[config.mk]
export PLATFORM = sky130hd
export DESIGN_NAME = fsk_mode_sel
export DESIGN_NICKNAME = d
export VERILOG_FILES = /design/src/rtl/fms_pkg.sv /design/src/rtl/fms_run_track.sv /design/src/rtl/fms_loss_timer.sv /design/src/rtl/fsk_mode_sel.sv
export SDC_FILE = /design/constraint.sdc
export NUM_CORES = 1
export LEC_CHECK = 0
export BUFFER_PORTS_ARGS = -buffer_cell sky130_fd_sc_hd__buf_2
export CORE_ASPECT_RATIO = 0.5
export CORE_MARGIN = 3
export CORE_UTILIZATION = 35
export DETAILED_ROUTE_END_ITERATION = 6
export PLACE_DENSITY_LB_ADDON = 0.12
export RECOVER_POWER = 100
export SLEW_MARGIN = 0
export SYNTH_ARGS = -nofsm -noshare
export SYNTH_HDL_FRONTEND = slang
export SYNTH_SLANG_ARGS = --single-unit
[constraint.sdc]
create_clock -name clk -period 1.6 [get_ports clk]
set_input_delay 0.32 -clock clk [delete_from_list [all_inputs] [get_ports clk]]
set_output_delay 0.32 -clock clk [all_outputs]
set_load 0.1 [all_outputs]
[src/rtl/fms_pkg.sv]
package fms_pkg;
  typedef enum logic [1:0] {
    ST_IDLE  = 2'd0,
    ST_SEIZE = 2'd1,
    ST_DATA  = 2'd2
  } fms_state_e;
endpackage

[src/rtl/fms_run_track.sv]
module fms_run_track #(
  parameter int ALT_MIN  = 16,
  parameter int MARK_MIN = 8,
  localparam int CNT_MAX = (ALT_MIN > MARK_MIN) ? ALT_MIN : MARK_MIN,
  localparam int CW      = $clog2(CNT_MAX + 1)
) (
  input  logic          clk,
  input  logic          rst_n,
  input  logic          clr,
  input  logic          stb,
  input  logic          bit_in,
  output logic [CW-1:0] alt_nxt,
  output logic [CW-1:0] ones_nxt,
  output logic          prev_bit
);
  localparam logic [CW-1:0] ALT_SAT  = CW'(ALT_MIN);
  localparam logic [CW-1:0] MARK_SAT = CW'(MARK_MIN);

  logic          prev_q, prev_d;
  logic          have_q, have_d;
  logic [CW-1:0] alt_q, alt_d;
  logic [CW-1:0] ones_q, ones_d;
  logic          upd;

  always_comb begin
    if (have_q && (bit_in != prev_q))
      alt_nxt = (alt_q >= ALT_SAT) ? ALT_SAT : alt_q + 1'b1;
    else
      alt_nxt = CW'(1);
    if (bit_in)
      ones_nxt = (ones_q >= MARK_SAT) ? MARK_SAT : ones_q + 1'b1;
    else
      ones_nxt = '0;
  end

  always_comb begin
    upd    = clr | stb;
    prev_d = clr ? 1'b0 : bit_in;
    have_d = ~clr;
    alt_d  = clr ? '0 : alt_nxt;
    ones_d = clr ? '0 : ones_nxt;
  end

  always_ff @(posedge clk or negedge rst_n) begin
    if (!rst_n) begin
      prev_q <= 1'b0;
      have_q <= 1'b0;
      alt_q  <= '0;
      ones_q <= '0;
    end else if (upd) begin
      prev_q <= prev_d;
      have_q <= have_d;
      alt_q  <= alt_d;
      ones_q <= ones_d;
    end
  end

  assign prev_bit = prev_q;

  assert_alt_saturates_R2: assert property (@(posedge clk) disable iff (!rst_n)
    alt_q <= ALT_SAT);

  assert_ones_break_alternation_R2: assert property (@(posedge clk) disable iff (!rst_n)
    (ones_q >= CW'(2)) |-> (alt_q == CW'(1)));
endmodule

[src/rtl/fms_loss_timer.sv]
module fms_loss_timer #(
  parameter int LIMIT = 32,
  localparam int TW = $clog2(LIMIT + 1)
) (
  input  logic clk,
  input  logic rst_n,
  input  logic carrier_ok,
  output logic loss_hit
);
  localparam logic [TW-1:0] LIM = TW'(LIMIT);

  logic [TW-1:0] cnt_q, cnt_d;

  always_comb begin
    if (carrier_ok)        cnt_d = '0;
    else if (cnt_q == LIM) cnt_d = cnt_q;
    else                   cnt_d = cnt_q + 1'b1;
  end

  always_ff @(posedge clk or negedge rst_n) begin
    if (!rst_n) cnt_q <= '0;
    else        cnt_q <= cnt_d;
  end

  assign loss_hit = ~carrier_ok & (cnt_q == LIM);

  assert_timer_bounded_R9: assert property (@(posedge clk) disable iff (!rst_n)
    cnt_q <= LIM);
endmodule

[src/rtl/fsk_mode_sel.sv]
module fsk_mode_sel #(
  parameter int BIT_CYCLES = 2983,
  parameter int LOSS_BITS  = 4,
  parameter int ALT_MIN    = 16,
  parameter int MARK_MIN   = 8
) (
  input  logic clk,
  input  logic rst_n,
  input  logic pwr_dn,
  input  logic bit_in,
  input  logic bit_stb,
  input  logic carrier_ok,
  output logic fsk_mode,
  output logic dv_n,
  output logic sdata
);
  import fms_pkg::*;

  localparam int LOSS_LIMIT = BIT_CYCLES * LOSS_BITS;
  localparam int CNT_MAX    = (ALT_MIN > MARK_MIN) ? ALT_MIN : MARK_MIN;
  localparam int CW         = $clog2(CNT_MAX + 1);

  fms_state_e    st_q, st_d;
  logic          sd_q, sd_d;
  logic          loss_hit, clr, take, prev_bit;
  logic [CW-1:0] alt_nxt, ones_nxt;

  assign clr  = pwr_dn | loss_hit;
  assign take = bit_stb & carrier_ok & ~pwr_dn;

  fms_run_track #(.ALT_MIN(ALT_MIN), .MARK_MIN(MARK_MIN)) i_track (
    .clk(clk), .rst_n(rst_n), .clr(clr), .stb(take), .bit_in(bit_in),
    .alt_nxt(alt_nxt), .ones_nxt(ones_nxt), .prev_bit(prev_bit)
  );

  fms_loss_timer #(.LIMIT(LOSS_LIMIT)) i_loss (
    .clk(clk), .rst_n(rst_n), .carrier_ok(carrier_ok), .loss_hit(loss_hit)
  );

  always_comb begin
    st_d = st_q;
    sd_d = sd_q;
    if (clr) begin
      st_d = ST_IDLE;
      sd_d = 1'b1;
    end else if (take) begin
      case (st_q)
        ST_IDLE:
          if (alt_nxt >= CW'(ALT_MIN)) st_d = ST_SEIZE;
        ST_SEIZE:
          if (ones_nxt >= CW'(MARK_MIN))  st_d = ST_DATA;
          else if (!bit_in && !prev_bit)  st_d = ST_IDLE;
        ST_DATA:
          sd_d = bit_in;
        default:
          st_d = ST_IDLE;
      endcase
    end
  end

  always_ff @(posedge clk or negedge rst_n) begin
    if (!rst_n) begin
      st_q <= ST_IDLE;
      sd_q <= 1'b1;
    end else begin
      st_q <= st_d;
      sd_q <= sd_d;
    end
  end

  assign fsk_mode = (st_q == ST_DATA);
  assign dv_n     = pwr_dn | (st_q != ST_DATA);
  assign sdata    = pwr_dn | sd_q;

  assert_mode_rises_on_mark_R2: assert property (@(posedge clk) disable iff (!rst_n)
    $rose(fsk_mode) |-> ($past(bit_in) && $past(bit_stb) && $past(carrier_ok)));

  assert_header_not_forwarded_R6: assert property (@(posedge clk) disable iff (!rst_n)
    !sdata |-> fsk_mode);

  assert_loss_returns_idle_R9: assert property (@(posedge clk) disable iff (!rst_n)
    loss_hit |=> !fsk_mode);

  assert_pd_clears_mode_R10: assert property (@(posedge clk) disable iff (!rst_n)
    pwr_dn |=> !fsk_mode);
endmodule

Word-level counts from Yosys, hierarchy flattened
Cells that the tools add are included.

word-level totals
  output and inout bits = 3
  word-level logic and storage cells = 60
  register bits = 29
  input bits = 6

operators by class
  magnitude comparators = 4
  eq/ne operators = 9
  $add $sub $neg = 3
  bitwise logic cells = 10
  muxes and demuxes = 18
  reduce and logical (&&, ||, !) cells = 9

operators by type and width
  cell                                                   number
  two-way mux 5 bit                                      6
  two-way mux 14 bit                                     2
  adder 14 x 1 -> 14 bit, second input constant          1
  == test 14 bit, second input constant                  1
  adder 5 x 1 -> 5 bit, second input constant            2
  >= comparator 5 x 4 -> 1 bit, second input constant    2
  >= comparator 5 bit, second input constant             2
  two-way mux 2 bit                                      5
  case mux 2 bit (3 select lines)                        1
  two-way mux 1 bit                                      4
  inequality test 2 bit, second input constant           2
  inequality test 4 x 3 -> 1 bit, second input constant  1
  bitwise OR 1 bit                                       4
  AND reduction 4 bit                                    1
  nonzero test 2 bit                                     2
  AND 1 bit                                              3
  inequality test 3 x 2 -> 1 bit, second input constant  1
  NOT 1 bit                                              3
  == test 2 x 1 -> 1 bit, second input constant          1
  == test 2 bit, second input constant                   1
  logical AND 1 bit                                      2
  logical NOT 1 bit                                      2
  logical NOT 2 bit                                      1
  inequality test 2 x 1 -> 1 bit, second input constant  1
  2 further kinds                                        2

Logic depth before layout (Yosys ltp)
Gate-level depths: netlist of the first run.

  depth after elaboration = 8
  gate-level depth with buffers = 6
  mapped depth without buffers = 6

Modules after synthesis
Synthesis of the first run repeated with hierarchy kept, for this count alone.

unflattened totals
  cell total of the unflattened synthesis = 185
  area, all modules = 1704.1 um^2

by module, submodules not included
  module          area an instance (um^2)  times used  cells each  seq. area each (um^2)
  fms_run_track   763.2                    1           82          300.3
  fms_loss_timer  753.2                    1           80          350.3
  fsk_mode_sel    187.7                    1           23          76.3

Worst setup path before layout of the first run
No wires, ideal clock.

  kind = reg-to-output
  start = reg st_q[1]
  end = out dv_n
  data arrival time = 2.867 ns
  stages on the path, launching flop included = 3
  buffers on the path = 0
  setup slack = -1.587 ns
  required time = 1.280 ns
  cells stage by stage = dfrtp_1 -> nor2b_1 -> nand2b_1

between the ends
  word-level cells in the longest chain between the ends = 2

RTL lines
  item                    RTL line            source
  start, declared         fsk_mode_sel.sv:23  fms_state_e st_q, st_d;
  start signal, assigned  fsk_mode_sel.sv:66  st_q <= st_d;
  inequality test 2 bit   fsk_mode_sel.sv:72  assign dv_n = pwr_dn | (st_q != ST_DATA);
  bitwise OR 1 bit        fsk_mode_sel.sv:72
  end, declared           fsk_mode_sel.sv:14  output logic dv_n,

Every way passes these cells.

Final worst setup path of the first run
  start = reg i_loss.cnt_q[0]
  end = reg i_track.ones_q[2]

between the ends
  word-level cells in the longest chain between the ends = 4
  elaborated cells on any way between the ends = 5
  classes of those cells = 1 x eq/ne; 1 x mux; 3 x bitwise

RTL lines
  item                                                   RTL line                                  source
  start, declared                                        fms_loss_timer.sv:12                      logic [TW-1:0] cnt_q, cnt_d;
  start signal, assigned                                 fms_loss_timer.sv:22                      else cnt_q <= cnt_d;
  == test 14 bit *                                       fms_loss_timer.sv:25                      assign loss_hit = ~carrier_ok & (cnt_q == LIM);
  AND 1 bit *                                            fms_loss_timer.sv:25
  bitwise OR 1 bit *                                     fsk_mode_sel.sv:28                        assign clr = pwr_dn | loss_hit;
  two-way mux 5 bit or bitwise OR 1 bit (tied branches)  fms_run_track.sv:41, fms_run_track.sv:37
  end signal, assigned                                   fms_run_track.sv:54                       ones_q <= ones_d;
  end, declared                                          fms_run_track.sv:22                       logic [CW-1:0] ones_q, ones_d;

Mark *: on every way between the ends. The rest lies on a longest branch, timed or not.
A chain may end at the register's enable or synchronous reset.

==> metrics.md, run 1 <==
| Metric | Value |
|---|---|
| R2R Setup Slk | -60 ps |
| I/O Buffers | 8 |
| First-pass GRT wire length | 5.87 mm |
| Crit path buffers/inverters | 1 |
| Seq/Total Area, Yosys | 46.9% |
| CTS tree | done |
| Top-count cell post-synth | dfrtp_1 |
| RSZ-0062 raised after global routing | true |
| Maxcap violations | 0 |
| Initial antenna violation count | 0 |
| Largest cells by area after synthesis | dfrtp_1, ha_1, nor2_1 |
| Post-Syn Instances | 157 |
| Critical path arrival | 1830 ps |
| Failing checks | negative setup slack |
| Grt ovf | 0 |
| Worst hold path class | in -> async |
| Crit share post-route | 104% |
| Fmax | 602 MHz |
| Fin Setup TNS | -99.7 ps |
| Routability-driven placement congestion ratio | 0.785 |
| Die area | 5310 um^2 |
| Worst IR Drop VDD | 0.294 mV |
| FFs w/ async S/R, synth | 100% |
| Pleak | 0.939 nW |
| Yosys warns | 0 |
| WL/cell | 13.7 um |
| IO Pins | 9 |
| TritonCTS Sinks | 29 |
| Nets | 204 |
| Yosys top cell by area | dfrtp_1 |
| CP startpoint | i_loss.cnt_q[0] |
| Hold buffer count at CTS | 0 |
| DR vias | 1260 |
| PwrDens | 789 nW/um^2 |
| TritonRoute pass-1 iters | 5 |
| Worst relative slew slack | 50.4% |
| Final WL | 3.37 mm |
| Top post-synthesis cells by count | dfrtp_1, nor2_1, nand2_1 |
| Worst skew pair latency | 280 ps |
| Clock Skew | 8.90 ps |
| Max Slew Vio Count | 0 |
| Antenna cells | 0 |
| Area delta synth->final | 28.2% |
| Critical R2R Launch | i_loss.cnt_q[0] |
| CP Capture Type | register |
| #FFs+latches synth | 29 |
| CTS buffer count | 5 |
| Multi-input logic area | 816 um^2 |
| Overall power | 1.57 mW |
| Final setup fails | 3 |
| Largest net degree at the start of global routing | 30 |
| Synth Flop Type | dfrtp_1 |
| Worst hold slack | 86.3 ps |
| Run status | finished with violations |
| R2r endpoint | i_track.ones_q[2] |
| Reg area | 727 um^2 |
| Initial core utilization | 38.0% |
| Final hold violations | 0 |
| Register-to-Register Path Depth | 6 |
| Share of layout cells above drive strength 1 | 26.6% |
| Root buffer cell | clkbuf_8 |
| Cell family with most CP delay | compound AO/OA/AOI/OAI gates |
| Fill count | 395 |
| Rows | 16 |
| CP max FO | 6 |
| Cells after DPL | 237 |
| Crit path launch type | register |
| Worst-Margin Slew | 744 ps |
| Synth Cell Area | 1550 um^2 |
| Clock-pin transition on the worst setup and hold timing paths | 70 ps |
| Tmin final | 1660 ps |
| Non-Filler Instances | 246 |
| Hpwl dp | 2.44 mm |
| Critical path cell sequence | inv_2 -> ha_4 -> nor4b_4 -> nand4_4 -> o21a_4 -> a211o_1 |
| Yosys cell types | 41 |
| Post-synth EDFFs | 0 |
| Slowest CP cell | dfrtp_1 |
| Tot GR Track Use | 14.9% |
| ANT nets after route | 0 |
| Post-route DRC | 0 |
| Clock Path Buffers | 2 |
| Syn_nets | 170 |
| CP peak stage delay | 400 ps |
| Yosys top cell area share | 45.2% |
| Core outline area | 4080 um^2 |
| Post-synthesis average cell area | 9.87 um^2 |
| Via density | 5.12 |
| DR iter-0 viols | 39 |
| WS Path Type | reg -> reg |
| Die Width | 100 um |
| Die extent in y | 53.1 um |
| Critical path data required time | 1760 ps |
| Vias in the first global route | 1210 |
| Final Worst Setup Slack | -62.5 ps |
| H-tree levels | 2 |
-- worst max path at each step --
stage	cells after the start	to	slack [ps]
floorplan	6	i_track.ones_q[2]	-20
global placement	6	i_track.ones_q[2]	-5
detailed placement	6	i_track.ones_q[2]	-40
CTS	6	i_track.ones_q[2]	-70
global route	6	i_track.ones_q[2]	-130
finish	6	i_track.ones_q[2]	-60
-- report_power, final --
part | switching [mW] | internal (mW)
sequential | 0.00785 | 0.746
clock | 0.289 | 0.388
combinational | 0.0789 | 0.0589
total | 0.375 | 1.19
-- metrics by stage --
stage | worst slack, ps | util [%] | cell area (um^2)
after global placement | -4.70 | 45.2 | 1850
after global routing | -126 | 48.7 | 1990
final | -62.5 | 48.7 | 1990
after detailed placement | -36.6 | 45.2 | 1850
after CTS | -67.7 | 47.9 | 1960
after floorplan | -24.3 | - | 1570
-- cells by family (layout without fill, tap and decap cells) --
group / after synthesis / after routing / synth area share [%]
flip-flops: 29 / 29 / 46.9
adder cells (fa/ha/maj): 7 / 7 / 5.65
XOR/XNOR: 10 / 10 / 5.65
buffers and inverters: 13 / 48 / 3.39
AND/OR/NAND/NOR: 68 / 68 / 24.8
AO/OA/AOI/OAI: 26 / 26 / 11.0
multiplexers: 4 / 4 / 2.66
-- flip-flops by register name (all words and copies together) (netlist names) --
name              cells
i_track.prev_bit      1
i_track.have_q        1
sd_q                  1
i_track.ones_q        5
i_track.alt_q         5
i_loss.cnt_q         14
st_q                  2
-- cell type report --
class	count	share of cell area (%)
clock buffers	7	4.85
clock inverters	1	0.252
inverters	10	1.89
multi-input cells	115	41.1
flip-flops and latches	29	36.6
well taps	54	3.40
repair buffers	30	12.0
-- repair_timing --
action	in CTS	in global routing
pin swaps	1	4
gates resized for setup	2	6
hold endpoints to repair	0	0
setup buffers	0	1
setup endpoints to repair	9	19
-- worst reg2reg max path, stage by stage (launching register included) --
cell,delay (ps)
dfrtp_1,400
inv_2,80
ha_4,130
nor4b_4,250
nand4_4,180
o21a_4,270
a211o_1,250
-- layout by cell type (no fill, tap or decap), drive strengths merged, types with 2 or more instances in the layout --
master / synthesis / layout
buf: 1 / 29
dfrtp: 28 / 28
nor2: 17 / 17
nand2: 13 / 13
inv: 10 / 10
clkbuf: 2 / 8
nand3: 7 / 7
ha: 7 / 7
xnor2: 6 / 6
o21ai: 6 / 6
nand4: 6 / 6
a31oi: 5 / 5
and3: 4 / 4
a21oi: 4 / 4
xor2: 4 / 4
nor2b: 4 / 4
mux2i: 3 / 3
nor4: 3 / 3
nor4b: 3 / 3
a22o: 2 / 2
nor3: 2 / 2
and2: 2 / 2
nor3b: 2 / 2
nand2b: 2 / 2
-- metal layers --
metal / vias to the layer above / wire length [um] / track usage, %
li1: 621 / - / -
met1: 625 / 1720 / 18.4
met2: 10 / 1510 / 24.1
met3: 4 / 105 / 5.13
met4: 0 / 34 / 6.04
met5: - / 0 / 0
(Power assumes the default switching activity.)
==> inputs of run 2 (changes only) <==
--- a/config.mk
+++ b/config.mk
@@ -16,3 +16,4 @@
 export SYNTH_ARGS = -nofsm -noshare
 export SYNTH_HDL_FRONTEND = slang
 export SYNTH_SLANG_ARGS = --single-unit
+export TNS_END_PERCENT = 20
==> run 2 against run 1 <==
  * Final area did not move
  * The run still ends with negative setup slack left
  * Hold slack did not move
  * Largest cell class unchanged
  * Via count did not move
  * Fmax did not move
  * Cell count did not move
  * Non-clock buffer count did not move
  * Die area did not move
  * Sequential power barely moved
  * Worst setup slack did not move
  * Wire length did not move
  * Combinational power barely moved
  * Core utilization did not move
==> metrics.md, run 2 (synthesized netlist as in run 1, its figures left out) <==
| Metric | Value |
|---|---|
| Critical path data required time | 1760 ps (about the same) |
| Initial antenna violation count | 0 (unchanged) |
| Commonest non-fill, non-tap cell in the layout | dfrtp_1 (unchanged) |
| I/O Buffers | 8 (unchanged) |
| Routed met2 length | 1.51 mm (unchanged) |
| Core outline area | 4080 um^2 (unchanged) |
| TritonRoute pass-1 iters | 5 (unchanged) |
| Crit share post-route | 104% (unchanged) |
| Critical R2R Launch | i_loss.cnt_q[0] (unchanged) |
| Crit path buffers/inverters | 1 (unchanged) |
| CTS tree | done (unchanged) |
| Most frequent cells in the layout | dfrtp_1, buf_4, nor2_1, nand2_1, inv_1 (unchanged) |
| Die Width | 100 um (unchanged) |
| Hpwl dp | 2.44 mm (unchanged) |
| PwrDens | 789 nW/um^2 (unchanged) |
| R2R Setup Slk | -60 ps (about the same) |
| Rows | 16 (unchanged) |
| Tot GR Track Use | 14.9% (unchanged) |
| Fill count | 395 (unchanged) |
| R2r endpoint | i_track.ones_q[2] (unchanged) |
| CP Capture Type | register (unchanged) |
| Die area | 5310 um^2 (unchanged) |
| WS Path Type | reg -> reg (unchanged) |
| Register-to-Register Path Depth | 6 (unchanged) |
| Worst relative slew slack | 50.4% (unchanged) |
| CP peak stage delay | 400 ps (about the same) |
| Die extent in y | 53.1 um (unchanged) |
| Non-Filler Instances | 246 (unchanged) |
| WL/cell | 13.7 um (unchanged) |
| Final Worst Setup Slack | -62.5 ps (unchanged) |
| Post-route DRC | 0 (unchanged) |
| DR vias | 1260 (unchanged) |
| Failing checks | negative setup slack (unchanged) |
| Final core utilization | 48.7% (unchanged) |
| Grt ovf | 0 (unchanged) |
| Antenna cells | 0 (unchanged) |
| Cells after DPL | 237 (unchanged) |
| Run status | finished with violations (unchanged) |
| IO Pins | 9 (unchanged) |
| Slowest CP cell | dfrtp_1 (unchanged) |
| WL met1 | 1.72 mm (unchanged) |
| Largest net degree at the start of global routing | 30 (unchanged) |
| Share of layout cells above drive strength 1 | 26.6% (unchanged) |
| Clock-pin transition on the worst setup and hold timing paths | 70 ps (about the same) |
| Pleak | 0.939 nW (unchanged) |
| Tmin final | 1660 ps (unchanged) |
| Critical path arrival | 1830 ps (about the same) |
| Cell family with most CP delay | compound AO/OA/AOI/OAI gates (unchanged) |
| Root buffer cell | clkbuf_8 (unchanged) |
| TritonCTS Sinks | 29 (unchanged) |
| CP max FO | 6 (unchanged) |
| Area delta synth->final | 28.2% (unchanged) |
| Initial core utilization | 38.0% (unchanged) |
| Max Slew Vio Count | 0 (unchanged) |
| Worst-Margin Slew | 744 ps (unchanged) |
| CTS buffer count | 5 (unchanged) |
| Final hold violations | 0 (unchanged) |
| Worst skew pair latency | 280 ps (about the same) |
| Via density | 5.12 (unchanged) |
| Maxcap violations | 0 (unchanged) |
| Clock Skew | 8.90 ps (unchanged) |
| Critical path cell sequence | inv_2 -> ha_4 -> nor4b_4 -> nand4_4 -> o21a_4 -> a211o_1 (unchanged) |
| Pre-CTS setup slack | -36.6 ps (unchanged) |
| ANT nets after route | 0 (unchanged) |
| Metal3 WL | 105 um (unchanged) |
| DR iter-0 viols | 45 (was 39) |
| Crit path launch type | register (unchanged) |
| Routability-driven placement congestion ratio | 0.785 (unchanged) |
| Worst IR Drop VDD | 0.294 mV (unchanged) |
| Highest metal used | met4 (unchanged) |
| Most flops, register | i_loss.cnt_q (unchanged) |
| RSZ-0062 raised after global routing | true (unchanged) |
| First-pass GRT wire length | 5.87 mm (unchanged) |
| Hold buffer count at CTS | 0 (unchanged) |
| Final WL | 3.37 mm (unchanged) |
| H-tree levels | 2 (unchanged) |
| Regs by FF count | i_loss.cnt_q x14, i_track.alt_q x5, i_track.ones_q x5 (unchanged) |
| Clock Path Buffers | 2 (unchanged) |
| Worst hold path class | in -> async (unchanged) |
| Worst hold slack | 86.3 ps (unchanged) |
| Nets | 204 (unchanged) |
| Final setup fails | 3 (unchanged) |
| Fmax | 602 MHz (unchanged) |
| Max reg flops | 14 (unchanged) |
| Vias in the first global route | 1209 (was 1210) |
## run 2: cell counts in the layout (fill, tap and decap cells not counted)
Identical to the previous run, type by type.
## run 2: how the worst max path moves through the flow
stage	start	to	slack, ps	cells after the start
floorplan	i_loss.cnt_q[0]	i_track.ones_q[2]	-20	6
global placement	i_loss.cnt_q[0]	i_track.ones_q[2]	-5	6
detailed placement	i_loss.cnt_q[0]	i_track.ones_q[2]	-40	6
CTS	i_loss.cnt_q[0]	i_track.ones_q[2]	-70	6
global route	i_loss.cnt_q[0]	i_track.ones_q[2]	-130	6
finish	i_loss.cnt_q[0]	i_track.ones_q[2]	-60	6
## run 2: metrics by stage
stage | cell area (um^2) | setup TNS [ps] | total power, mW
floorplan | 1570 | -38.7 | 0.829
global placement | 1850 | -4.70 | 0.893
detailed placement | 1850 | -68.5 | 0.893
CTS | 1960 | -175 | 1.58
global route | 1990 | -884 | 1.65
finish | 1990 | -99.7 | 1.57
## run 2: worst reg2reg max path, delay by kind of cell, from the launching register on
family	cells	cell delay, ps
simple gates	2	430
flops	1	400
buf+inv	1	80
compound gates	2	520
fa+ha+maj	1	130
## run 2: power by group
part	total, mW	leakage, nW	internal (mW)	switching, mW
Sequential	0.754	0.397	0.746	0.00785
Clock	0.677	0.0542	0.388	0.289
Combinational	0.138	0.488	0.0589	0.0789
## run 2: repair_timing
| action | in CTS | in global routing |
|---|---|---|
| pin swaps | 1 | 4 |
| gates resized for setup | 2 | 6 |
| setup buffers | 0 | 1 |
| endpoints found under the setup margin | 9 | 19 |
## run 2: final cells by class
cell class                 instances  area (um^2)  area share (%)
timing repair buffer              30          238            12.0
sequential                        29          727            36.6
tap                               54         67.6            3.40
clock buffer                       7         96.3            4.85
multi-input combinational        115          816            41.1
clock inverter                     1         5.00           0.252
inverter                          10         37.5            1.89
## run 2: per-layer routing
metal	vias up	track usage (%)
met5	-	0
met4	0	6.04
met3	4	5.13
met1	625	18.4
li1	621	-
met2	10	24.1
==> inputs of run 3 (changes only) <==
==> constraint.sdc (replaced) <==
create_clock -name clk -period 1.6 [get_ports clk]
set_input_delay 0.4 -clock clk [delete_from_list [all_inputs] [get_ports clk]]
set_output_delay 0.4 -clock clk [all_outputs]
set_load 0.1 [all_outputs]
==> run 3 against run 2 <==
  * The run still ends with negative setup slack left
  * Cell count rose by 0.81%
  * Wire length fell by 2.6%
  * Via count fell by 2.7%
  * Clock power fell by 7.8%
  * Worst setup slack improved by 14 ps
==> metrics.md, run 3 (synthesized netlist as in run 1, its figures left out) <==
| Metric | Value |
|---|---|
| Run status | finished with violations (unchanged) |
| Failing checks | negative setup slack (unchanged) |
| Tot GR Track Use | 14.2% (was 14.9%) |
| CP max FO | 4 (was 6) |
| WL/cell | 13.2 um (was 13.7 um) |
| Met3 Use GR | 4.74% (was 5.13%) |
| Fmax | 606 MHz (was 602 MHz) |
| Critical path data required time | 1770 ps (was 1760 ps) |
| Rows | 16 (unchanged) |
| CTS tree | done (unchanged) |
| Clock-pin transition on the worst setup and hold timing paths | 60 ps (was 70 ps) |
| Pre-CTS setup slack | -76.0 ps (was -36.6 ps) |
| Via density | 4.94 (was 5.12) |
| Largest net degree at the start of global routing | 30 (unchanged) |
| ANT nets after route | 0 (unchanged) |
| Crit path launch type | register (unchanged) |
| Die area | 5310 um^2 (unchanged) |
| Final hold violations | 0 (unchanged) |
| Initial core utilization | 38.0% (unchanged) |
| Final setup fails | 1 (was 3) |
| DR vias | 1226 (was 1260) |
| DR iter-0 viols | 19 (was 45) |
| Clock Path Buffers | 2 (unchanged) |
| Core outline area | 4080 um^2 (unchanged) |
| Vias in the first global route | 1208 (was 1209) |
| Clock Skew | 2.47 ps (was 8.90 ps) |
| Final Worst Setup Slack | -48.8 ps (was -62.5 ps) |
| Routability-driven placement congestion ratio | 0.752 (was 0.785) |
| Max reg flops | 14 (unchanged) |
| Final WL | 3.28 mm (was 3.37 mm) |
| Critical R2R Launch | i_loss.cnt_q[0] (unchanged) |
| Critical path arrival | 1820 ps (was 1830 ps) |
| Hpwl dp | 2.51 mm (was 2.44 mm) |
| IO Pins | 9 (unchanged) |
| Initial antenna violation count | 0 (unchanged) |
| WS Path Type | reg -> reg (unchanged) |
| Root buffer cell | clkbuf_8 (unchanged) |
| Area delta synth->final | 28.3% (was 28.2%) |
| RSZ-0062 raised after global routing | true (unchanged) |
| H-tree levels | 2 (unchanged) |
| Cell family with most CP delay | compound AO/OA/AOI/OAI gates (unchanged) |
| Grt peak-use layer | met2 (unchanged) |
| Share of layout cells above drive strength 1 | 25.3% (was 26.6%) |
| CTS buffer count | 5 (unchanged) |
| Met2 Use GR | 22.1% (was 24.1%) |
| Die extent in y | 53.1 um (unchanged) |
| Most frequent cells in the layout | dfrtp_1, buf_4, nor2_1, nand2_1, inv_1 (unchanged) |
| Post-route DRC | 0 (unchanged) |
| Maxcap violations | 0 (unchanged) |
| CP Capture Type | register (unchanged) |
| Worst hold path class | in -> async (unchanged) |
| Commonest non-fill, non-tap cell in the layout | dfrtp_1 (unchanged) |
| Met1 Use GR | 19.0% (was 18.4%) |
| Worst skew pair latency | 280 ps (about the same) |
| Critical path cell sequence | inv_1 -> ha_1 -> nor4b_4 -> nand4_4 -> o21a_4 -> a211o_1 (was inv_2 -> ha_4 -> nor4b_4 -> nand4_4 -> o21a_4 -> a211o_1) |
| CP peak stage delay | 380 ps (was 400 ps) |
| TritonRoute pass-1 iters | 4 (was 5) |
| Slowest CP cell | dfrtp_1 (unchanged) |
| Crit share post-route | 103% (was 104%) |
| Most flops, register | i_loss.cnt_q (unchanged) |
| Crit path buffers/inverters | 1 (unchanged) |
| Worst relative slew slack | 51.0% (was 50.4%) |
| Pleak | 0.932 nW (was 0.939 nW) |
| First-pass GRT wire length | 5.73 mm (was 5.87 mm) |
| CP startpoint | i_loss.cnt_q[0] (unchanged) |
| Regs by FF count | i_loss.cnt_q x14, i_track.alt_q x5, i_track.ones_q x5 (unchanged) |
| Grt ovf | 0 (unchanged) |
| Nets | 206 (was 204) |
| Worst-Margin Slew | 735 ps (was 744 ps) |
| Max Slew Vio Count | 0 (unchanged) |
| I/O Buffers | 8 (unchanged) |
| Antenna cells | 0 (unchanged) |
| Overall power | 1.51 mW (was 1.57 mW) |
| TritonCTS Sinks | 29 (unchanged) |
| Tmin final | 1650 ps (was 1660 ps) |
| PwrDens | 759 nW/um^2 (was 789 nW/um^2) |
| Die Width | 100 um (unchanged) |
| Worst IR Drop VDD | 0.305 mV (was 0.294 mV) |
-- run 3: cell count changes in the layout (fill, tap and decap cells not counted), sizes merged --
cell / before / now
clkbuf: 8 / 11
clkinv: 1 / 0
-- run 3: metal layers --
| metal | vias up | wire length (um) |
|---|---|---|
| li1 | 626 | - |
| met3 | 4 | 115 |
| met5 | - | 0 |
| met4 | 0 | 35 |
| met2 | 9 | 1410 |
| met1 | 587 | 1720 |
-- run 3: worst paths after layout --
path | slack, ps | cells past startpoint | to
min reg2reg | 480 | 1 | i_track.have_q
max | -50 | 6 | i_track.ones_q[2]
min in group clk | 430 | 4 | i_track.prev_bit
min | 250 | 2 | i_track.prev_bit
max reg2reg | -50 | 6 | i_track.ones_q[2]
max in group asynchronous | 880 | 2 | i_loss.cnt_q[11]
-- run 3: area by class of cell --
type,instances,area (um^2)
Clock buffer,8,90.1
Fill cell,397,2090
Inverter,10,37.5
Multi-Input combinational cell,115,820
Sequential cell,29,727
Tap cell,54,67.6
Timing Repair Buffer,32,248
-- run 3: what timing repair did --
item	in CTS	in global routing
buffers inserted	0	1
setup endpoints to repair	9	18
hold buffers	0	0
cloned	0	0
resized for setup	2	5
pin swaps	1	2
-- run 3: worst reg2reg max path: stages (launching register included) --
cell     delay, ps
dfrtp_1        380
inv_1           60
ha_1           150
nor4b_4        260
nand4_4        160
o21a_4         240
a211o_1        280
-- run 3: stage by stage --
step	instances	area, um^2	hold slack (ps)	utilization (%)	TNS [ps]
floorplan	157	1570	104	-	-143
global placement	239	1860	436	45.6	0
detailed placement	239	1860	438	45.6	-152
CTS	247	1960	133	48.0	-227
global route	248	1990	325	48.7	-782
finish	248	1990	254	48.7	-48.8
-- run 3: report_power, final --
group	internal, mW	switching (mW)
Sequential	0.746	0.00796
Clock	0.350	0.274
Combinational	0.0548	0.0771
Total	1.15	0.359
